## config.mk

```make
export PLATFORM = sky130hd
export DESIGN_NAME = binpt_bank
export DESIGN_NICKNAME = d
export VERILOG_FILES = /design/src/rtl/bpr_pkg.sv /design/src/rtl/bpr_field_store.sv /design/src/rtl/bpr_view.sv /design/src/rtl/bpr_write_route.sv /design/src/rtl/binpt_bank.sv
export SDC_FILE = /design/constraint.sdc
export NUM_CORES = 1
export LEC_CHECK = 0
export ABC_AREA = 1
export CORE_ASPECT_RATIO = 0.75
export CORE_UTILIZATION = 60
export CTS_CLUSTER_DIAMETER = 120
export DETAILED_ROUTE_END_ITERATION = 6
export DONT_BUFFER_PORTS = 1
export GPL_TIMING_DRIVEN = 0
export PLACE_DENSITY = 0.8
export SLEW_MARGIN = 20
export SYNTH_ARGS = -nofsm -noshare
export SYNTH_HDL_FRONTEND = slang
export SYNTH_HIERARCHICAL = 1
export SYNTH_SLANG_ARGS = --single-unit
```

## constraint.sdc

```tcl
create_clock -name clk -period 1.5 [get_ports clk]
set_input_delay 0.075 -clock clk [delete_from_list [all_inputs] [get_ports clk]]
set_output_delay 0.075 -clock clk [all_outputs]
set_load 0.05 [all_outputs]
```

## src/rtl/bpr_pkg.sv

```systemverilog
package bpr_pkg;
  localparam int BP_W    = 3;
  localparam int NUM_FLD = 5;
  localparam int FLD_IW  = 3;

  localparam logic [FLD_IW-1:0] F_G0   = 3'd0;
  localparam logic [FLD_IW-1:0] F_G1S  = 3'd1;
  localparam logic [FLD_IW-1:0] F_G1NS = 3'd2;
  localparam logic [FLD_IW-1:0] F_V0   = 3'd3;
  localparam logic [FLD_IW-1:0] F_V1   = 3'd4;

  typedef enum logic [1:0] {
    ACC_BP0  = 2'd0,
    ACC_BP1  = 2'd1,
    ACC_VBP0 = 2'd2,
    ACC_VBP1 = 2'd3
  } acc_e;

  typedef logic [BP_W-1:0] bp_t;

  function automatic bp_t bp_sat_inc(input bp_t v);
    return (v == '1) ? v : bp_t'(v + 1'b1);
  endfunction

  function automatic bp_t bp_floor(input bp_t v, input bp_t lo);
    return (v < lo) ? lo : v;
  endfunction
endpackage

```

## src/rtl/bpr_field_store.sv

```systemverilog
module bpr_field_store
  import bpr_pkg::*;
#(
  parameter int SEC_MIN = 2,
  parameter int NS_MIN  = 3
) (
  input  logic                     clk,
  input  logic                     rst_n,
  input  logic                     wr_go,
  input  logic [FLD_IW-1:0]        wr_fld,
  input  bp_t                      wr_val,
  output logic [NUM_FLD-1:0][BP_W-1:0] fields
);
  function automatic bp_t rst_val(input int idx);
    if (idx == int'(F_G1NS) || idx == int'(F_V1)) return bp_t'(NS_MIN);
    return bp_t'(SEC_MIN);
  endfunction

  for (genvar i = 0; i < NUM_FLD; i++) begin : g_fld
    always_ff @(posedge clk or negedge rst_n) begin
      if (!rst_n) begin
        fields[i] <= rst_val(i);
      end else if (wr_go && (wr_fld == FLD_IW'(i))) begin
        fields[i] <= wr_val;
      end
    end
  end


  g1s_floor_chk: assert property (@(posedge clk) disable iff (!rst_n)
    fields[F_G1S] >= bp_t'(SEC_MIN));

  g1ns_floor_chk: assert property (@(posedge clk) disable iff (!rst_n)
    fields[F_G1NS] >= bp_t'(NS_MIN));
endmodule

```

## src/rtl/bpr_view.sv

```systemverilog
module bpr_view
  import bpr_pkg::*;
#(
  parameter int SEC_MIN = 2,
  parameter int NS_MIN  = 3
) (
  input  logic [NUM_FLD-1:0][BP_W-1:0] fields,
  input  logic [1:0] cur_el,
  input  logic       in_secure,
  input  logic       el3_impl,
  input  logic       s_common,
  input  logic       ns_common,
  input  logic       fiq_route,
  input  logic       irq_route,
  input  logic       v_common,
  output logic       redir0,
  output logic       redir1,
  output logic       sec_path,
  output logic       ns_alias,
  output bp_t        g0_view,
  output bp_t        g1s_view,
  output bp_t        g1ns_phys,
  output bp_t        g1ns_view,
  output bp_t        v1_view
);
  logic ns_el1;
  logic below_el3;

  always_comb begin
    below_el3 = (cur_el != 2'd3);
    ns_el1    = (cur_el == 2'd1) && !in_secure;
    redir0    = ns_el1 && fiq_route;
    redir1    = ns_el1 && irq_route;
    sec_path  = in_secure && below_el3;
    ns_alias  = el3_impl && below_el3 && ns_common;

    v1_view   = v_common ? bp_sat_inc(fields[F_V0]) : fields[F_V1];
    g0_view   = redir0 ? fields[F_V0] : fields[F_G0];
    g1s_view  = (below_el3 && s_common) ? fields[F_G0]
                                        : bp_floor(fields[F_G1S], bp_t'(SEC_MIN));
    g1ns_phys = ns_alias ? bp_sat_inc(fields[F_G0])
                         : bp_floor(fields[F_G1NS], bp_t'(NS_MIN));
    g1ns_view = redir1 ? v1_view : g1ns_phys;
  end
endmodule

```

## src/rtl/bpr_write_route.sv

```systemverilog
module bpr_write_route
  import bpr_pkg::*;
#(
  parameter int SEC_MIN = 2,
  parameter int NS_MIN  = 3
) (
  input  logic              acc_wr,
  input  logic [1:0]        acc_sel,
  input  bp_t               wr_low,
  input  logic              el3_impl,
  input  logic              s_common,
  input  logic              v_common,
  input  logic              redir0,
  input  logic              redir1,
  input  logic              sec_path,
  input  logic              ns_alias,
  output logic              wr_go,
  output logic [FLD_IW-1:0] wr_fld,
  output bp_t               wr_val
);
  logic vwr1_go;

  always_comb begin
    vwr1_go = !v_common;
    wr_go   = 1'b0;
    wr_fld  = F_G0;
    wr_val  = wr_low;
    unique case (acc_e'(acc_sel))
      ACC_BP0: begin
        wr_go  = acc_wr;
        wr_fld = redir0 ? F_V0 : F_G0;
      end
      ACC_BP1: begin
        if (redir1) begin
          wr_go  = acc_wr && vwr1_go;
          wr_fld = F_V1;
        end else if (sec_path) begin
          wr_go  = acc_wr;
          wr_val = bp_floor(wr_low, bp_t'(SEC_MIN));
          wr_fld = (el3_impl && s_common) ? F_G0 : F_G1S;
        end else begin
          wr_go  = acc_wr && !ns_alias;
          wr_val = bp_floor(wr_low, bp_t'(NS_MIN));
          wr_fld = F_G1NS;
        end
      end
      ACC_VBP0: begin
        wr_go  = acc_wr;
        wr_fld = F_V0;
      end
      default: begin
        wr_go  = acc_wr && vwr1_go;
        wr_fld = F_V1;
      end
    endcase
  end
endmodule

```

## src/rtl/binpt_bank.sv

```systemverilog
module binpt_bank
  import bpr_pkg::*;
#(
  parameter int DATA_W  = 8,
  parameter int SEC_MIN = 2
) (
  input  logic              clk,
  input  logic              rst_n,
  input  logic              acc_wr,
  input  logic [1:0]        acc_sel,
  input  logic [DATA_W-1:0] wr_data,
  output logic [DATA_W-1:0] rd_data,
  input  logic [1:0]        cur_el,
  input  logic              in_secure,
  input  logic              el3_impl,
  input  logic              s_common,
  input  logic              ns_common,
  input  logic              fiq_route,
  input  logic              irq_route,
  input  logic              v_common,
  output logic [2:0]        bp_g0,
  output logic [2:0]        bp_g1s,
  output logic [2:0]        bp_g1ns
);
  localparam int NS_MIN = SEC_MIN + 1;

  logic [NUM_FLD-1:0][BP_W-1:0] fields;
  logic        redir0, redir1, sec_path, ns_alias;
  bp_t         g0_view, g1s_view, g1ns_phys, g1ns_view, v1_view;
  logic        wr_go;
  logic [FLD_IW-1:0] wr_fld;
  bp_t         wr_val;
  bp_t         wr_low;
  bp_t         rd_bp;
  logic        unused_hi;

  assign wr_low    = wr_data[BP_W-1:0];
  assign unused_hi = ^wr_data[DATA_W-1:BP_W];

  bpr_view #(.SEC_MIN(SEC_MIN), .NS_MIN(NS_MIN)) view_i (
    .fields(fields), .cur_el(cur_el), .in_secure(in_secure),
    .el3_impl(el3_impl), .s_common(s_common), .ns_common(ns_common),
    .fiq_route(fiq_route), .irq_route(irq_route), .v_common(v_common),
    .redir0(redir0), .redir1(redir1), .sec_path(sec_path), .ns_alias(ns_alias),
    .g0_view(g0_view), .g1s_view(g1s_view), .g1ns_phys(g1ns_phys),
    .g1ns_view(g1ns_view), .v1_view(v1_view)
  );

  bpr_write_route #(.SEC_MIN(SEC_MIN), .NS_MIN(NS_MIN)) route_i (
    .acc_wr(acc_wr), .acc_sel(acc_sel), .wr_low(wr_low),
    .el3_impl(el3_impl), .s_common(s_common), .v_common(v_common),
    .redir0(redir0), .redir1(redir1), .sec_path(sec_path), .ns_alias(ns_alias),
    .wr_go(wr_go), .wr_fld(wr_fld), .wr_val(wr_val)
  );

  bpr_field_store #(.SEC_MIN(SEC_MIN), .NS_MIN(NS_MIN)) store_i (
    .clk(clk), .rst_n(rst_n), .wr_go(wr_go), .wr_fld(wr_fld),
    .wr_val(wr_val), .fields(fields)
  );

  always_comb begin
    unique case (acc_e'(acc_sel))
      ACC_BP0:  rd_bp = g0_view;
      ACC_BP1:  rd_bp = redir1 ? v1_view : (sec_path ? g1s_view : g1ns_phys);
      ACC_VBP0: rd_bp = fields[F_V0];
      default:  rd_bp = v1_view;
    endcase
  end

  assign rd_data = DATA_W'(rd_bp);
  assign bp_g0   = g0_view;
  assign bp_g1s  = g1s_view;
  assign bp_g1ns = g1ns_view;


  vbp0_trunc_chk: assert property (@(posedge clk) disable iff (!rst_n)
    (acc_wr && acc_sel == 2'd2) |=> (fields[F_V0] == $past(wr_data[BP_W-1:0])));

  ns_drop_chk: assert property (@(posedge clk) disable iff (!rst_n)
    (acc_wr && acc_sel == 2'd1 && !in_secure && el3_impl && ns_common &&
     cur_el != 2'd3 && !(cur_el == 2'd1 && irq_route))
    |=> ($stable(fields[F_G1NS]) && $stable(fields[F_G0])));

  v1_drop_chk: assert property (@(posedge clk) disable iff (!rst_n)
    (acc_wr && acc_sel == 2'd3 && v_common) |=> $stable(fields[F_V1]));

  ns_alias_sat_chk: assert property (@(posedge clk) disable iff (!rst_n)
    (el3_impl && ns_common && cur_el != 2'd3 && !(cur_el == 2'd1 && !in_secure))
    |-> (bp_g1ns == ((bp_g0 == 3'd7) ? 3'd7 : bp_g0 + 3'd1)));
endmodule

```

==> out/results.ini <==
[finish]
ff_latch_area_sq_um = 387.9
final_cell_mix = 73 x nand2_1, 33 x nand3_1, 16 x nand2_2, 16 x inv_1
final_cell_area_sq_um = 1707
top_regs = store_i/fields x15
final_layout_size_suffix_gt1_share_pct = 33.06
area_growth_pct = 24.57
final_nets = 267
diodes = 0
multi_input_comb_area_sq_um = 1046
final_common_cell = nand2_1
nFillCells = 144
top_register = store_i/fields
largest_reg_flops = 15

[timing]
fin_hold_ws_ns = 0.1046
skew_ns = 0
slew_violations = 0
slew_headroom_pct = 57.28
final_hold_viol_count = 0
period_share_pct = 141.5
clock.fmax_ghz = 0.4711
rsz0062_at_grt = true
fin_crit_ns = 2.123
max_slew.worst_pin.slew_ns = 0.6386
setup_viol = 6
worst_slack_ns = -0.6226

[power_and_ir_drop]
p_total_mw = 2.164
p_leak_nw = 0.8581
ir_worst_vdd_mv = 0.8689
power.density_nw_per_um2 = 1268

[clock_tree]
clk_latency_ns = 0.29
path_clk_slew_ns = 0.09
cts.sinks = 15
htree_levels = 1
cts_made_buffers = 3
clockBufferDepth = 2
clock-root-buffer = clkbuf_4
cts_tree = yes

[floorplanning]
core_area_sq_um = 2085
rows = 14
ios = 39
start_util_pct = 65.73
die_y_microns = 43.39
fp.dieW_microns = 57.18
die_area_sq_um = 2481

[worst_setup_path]
crit_required_ns = 1.42
end_kind = primary output
critPathKind = flop to primary output
start_kind = flop
crit_path_max_fanout = 4
cp.arrival_ns = 2.05

[synthesis]
synth_area_per_cell_sq_um = 6.116
syn_area_sq_um = 1370
ys_warn_count = 6
ys_ff_latch = 15
yosysSeqAreaShare_pct = 28.04
synth.distinct_cells = 25
synth_cells = 224

[route]
vias = 1529
wl_mm = 3.819
wl_per_cell_microns = 14.36
viasPerCell = 5.748
ant_nets = 0
drt_pass1_iterations = 7
drtIter0Drc = 133
drc = 5

[place]
dpl.hpwl_mm = 2.685
port_buffers = 0
place_ws_ns = -0.3526
dpl_cell_area_sq_um = 1448
place.gp.congestion = 0.8735

[grt]
grt_pass1_wl_mm = 5.947
grt_pass1_vias = 1334
grt_max_degree = 16
antenna_found_initial = 0
grt_overflow = 0
grt_use_total_pct = 31.69

[min_path]
hp-class = input port to flop

[job]
maxCapViolCount = 0

[outcome]
status = finished with violations
failed_checks = design-rule violations, negative setup slack

-- where the power goes --
| part | internal (mW) | leakage (nW) | total [mW] | switching [mW] |
|---|---|---|---|---|
| Combinational | 0.397 | 0.673 | 1.23 | 0.837 |
| Clock | 0.104 | 0.0150 | 0.231 | 0.128 |
| Sequential | 0.561 | 0.170 | 0.698 | 0.138 |
-- path summary, 6_finish.rpt --
| kind | from | endpoint | slack (ns) | depth (start not counted) |
|---|---|---|---|---|
| worst max-delay path | store_i/fields[10]$_DFFE_PN1P_ | rd_data[1] | -0.62 | 9 |
| worst min-delay path | wr_data[2] | store_i/fields[2]$_DFFE_PN0P_ | 0.10 | 3 |
| worst max register to register | store_i/fields[1]$_DFFE_PN1P_ | store_i/fields[1]$_DFFE_PN1P_ | 0.54 | 4 |
| worst min register to register | store_i/fields[12]$_DFFE_PN1P_ | store_i/fields[12]$_DFFE_PN1P_ | 0.48 | 2 |
| max in group asynchronous | rst_n | store_i/fields[9]$_DFFE_PN0P_ | 0.80 | 1 |
| min in group asynchronous | rst_n | store_i/fields[8]$_DFFE_PN0P_ | 0.24 | 1 |
-- repair_timing --
item                                    4_1_cts  5_1_grt
resized for setup                            22       16
hold buffers                                  1        0
endpoints found under the setup margin        6       17
endpoints found under the hold margin        15        0
setup buffers                                 5        5
pin swaps                                     5       12
-- worst max-delay path: stages, from the launching register on --
cell	delay, ns
dfstp_2	0.56
ha_4	0.16
nand2_4	0.05
nand2_2	0.06
nand3_2	0.08
and2_4	0.15
nor2_1	0.09
nor2_1	0.05
nand2_1	0.06
nand4_1	0.49
-- cell families after synthesis --
family	after synthesis	share of synthesized area (%)
AND/OR/NAND/NOR	168	56.35
buffers and inverters	30	10.14
flip-flops	15	28.04
AO/OA/AOI/OAI	8	3.379
adder cells (fa/ha/maj)	2	1.826
other	1	0.2737
-- cell type report --
cell class / count / share of cell area, %
timing repair buffer: 10 / 4.545
clock buffer: 4 / 1.540
tap: 24 / 1.760
multi-input combinational: 183 / 61.29
sequential: 15 / 22.73
buffer: 7 / 3.079
inverter: 23 / 5.059
-- metrics by stage --
step	TNS (ns)	instances	utilization (%)
floorplan	-0.6178	228	-
global placement	-2.050	252	69.45
detailed placement	-2.387	252	69.45
CTS	-1.986	262	77.79
global route	-2.804	266	81.87
finish	-2.521	266	81.87
-- cell usage after synthesis, drive strengths merged --
library cell	count	area share (%)
o22a	1	0.64
o21ai	5	1.8
nand3b	1	0.55
nor2	25	9.8
inv	22	6.0
clkinv	1	0.27
or2	3	1.4
and2	4	1.8
nand3	36	13
o211ai	1	0.55
a21oi	1	0.36
conb	1	0.27
clkbuf	1	0.27
buf	6	3.6
dfrtp	8	15
dfstp	7	13
nand2	93	27
ha	2	1.8
nand4	6	2.7
-- routing by layer --
metal	GRT usage [%]	part of all wire, %	vias up
met5	0	0	-
met4	12.68	1.6	0
met3	6.567	9.6	11
met2	53.65	47	88
met1	40.34	42	693
li1	-	-	737
Power figures use the tool's default switching activity.
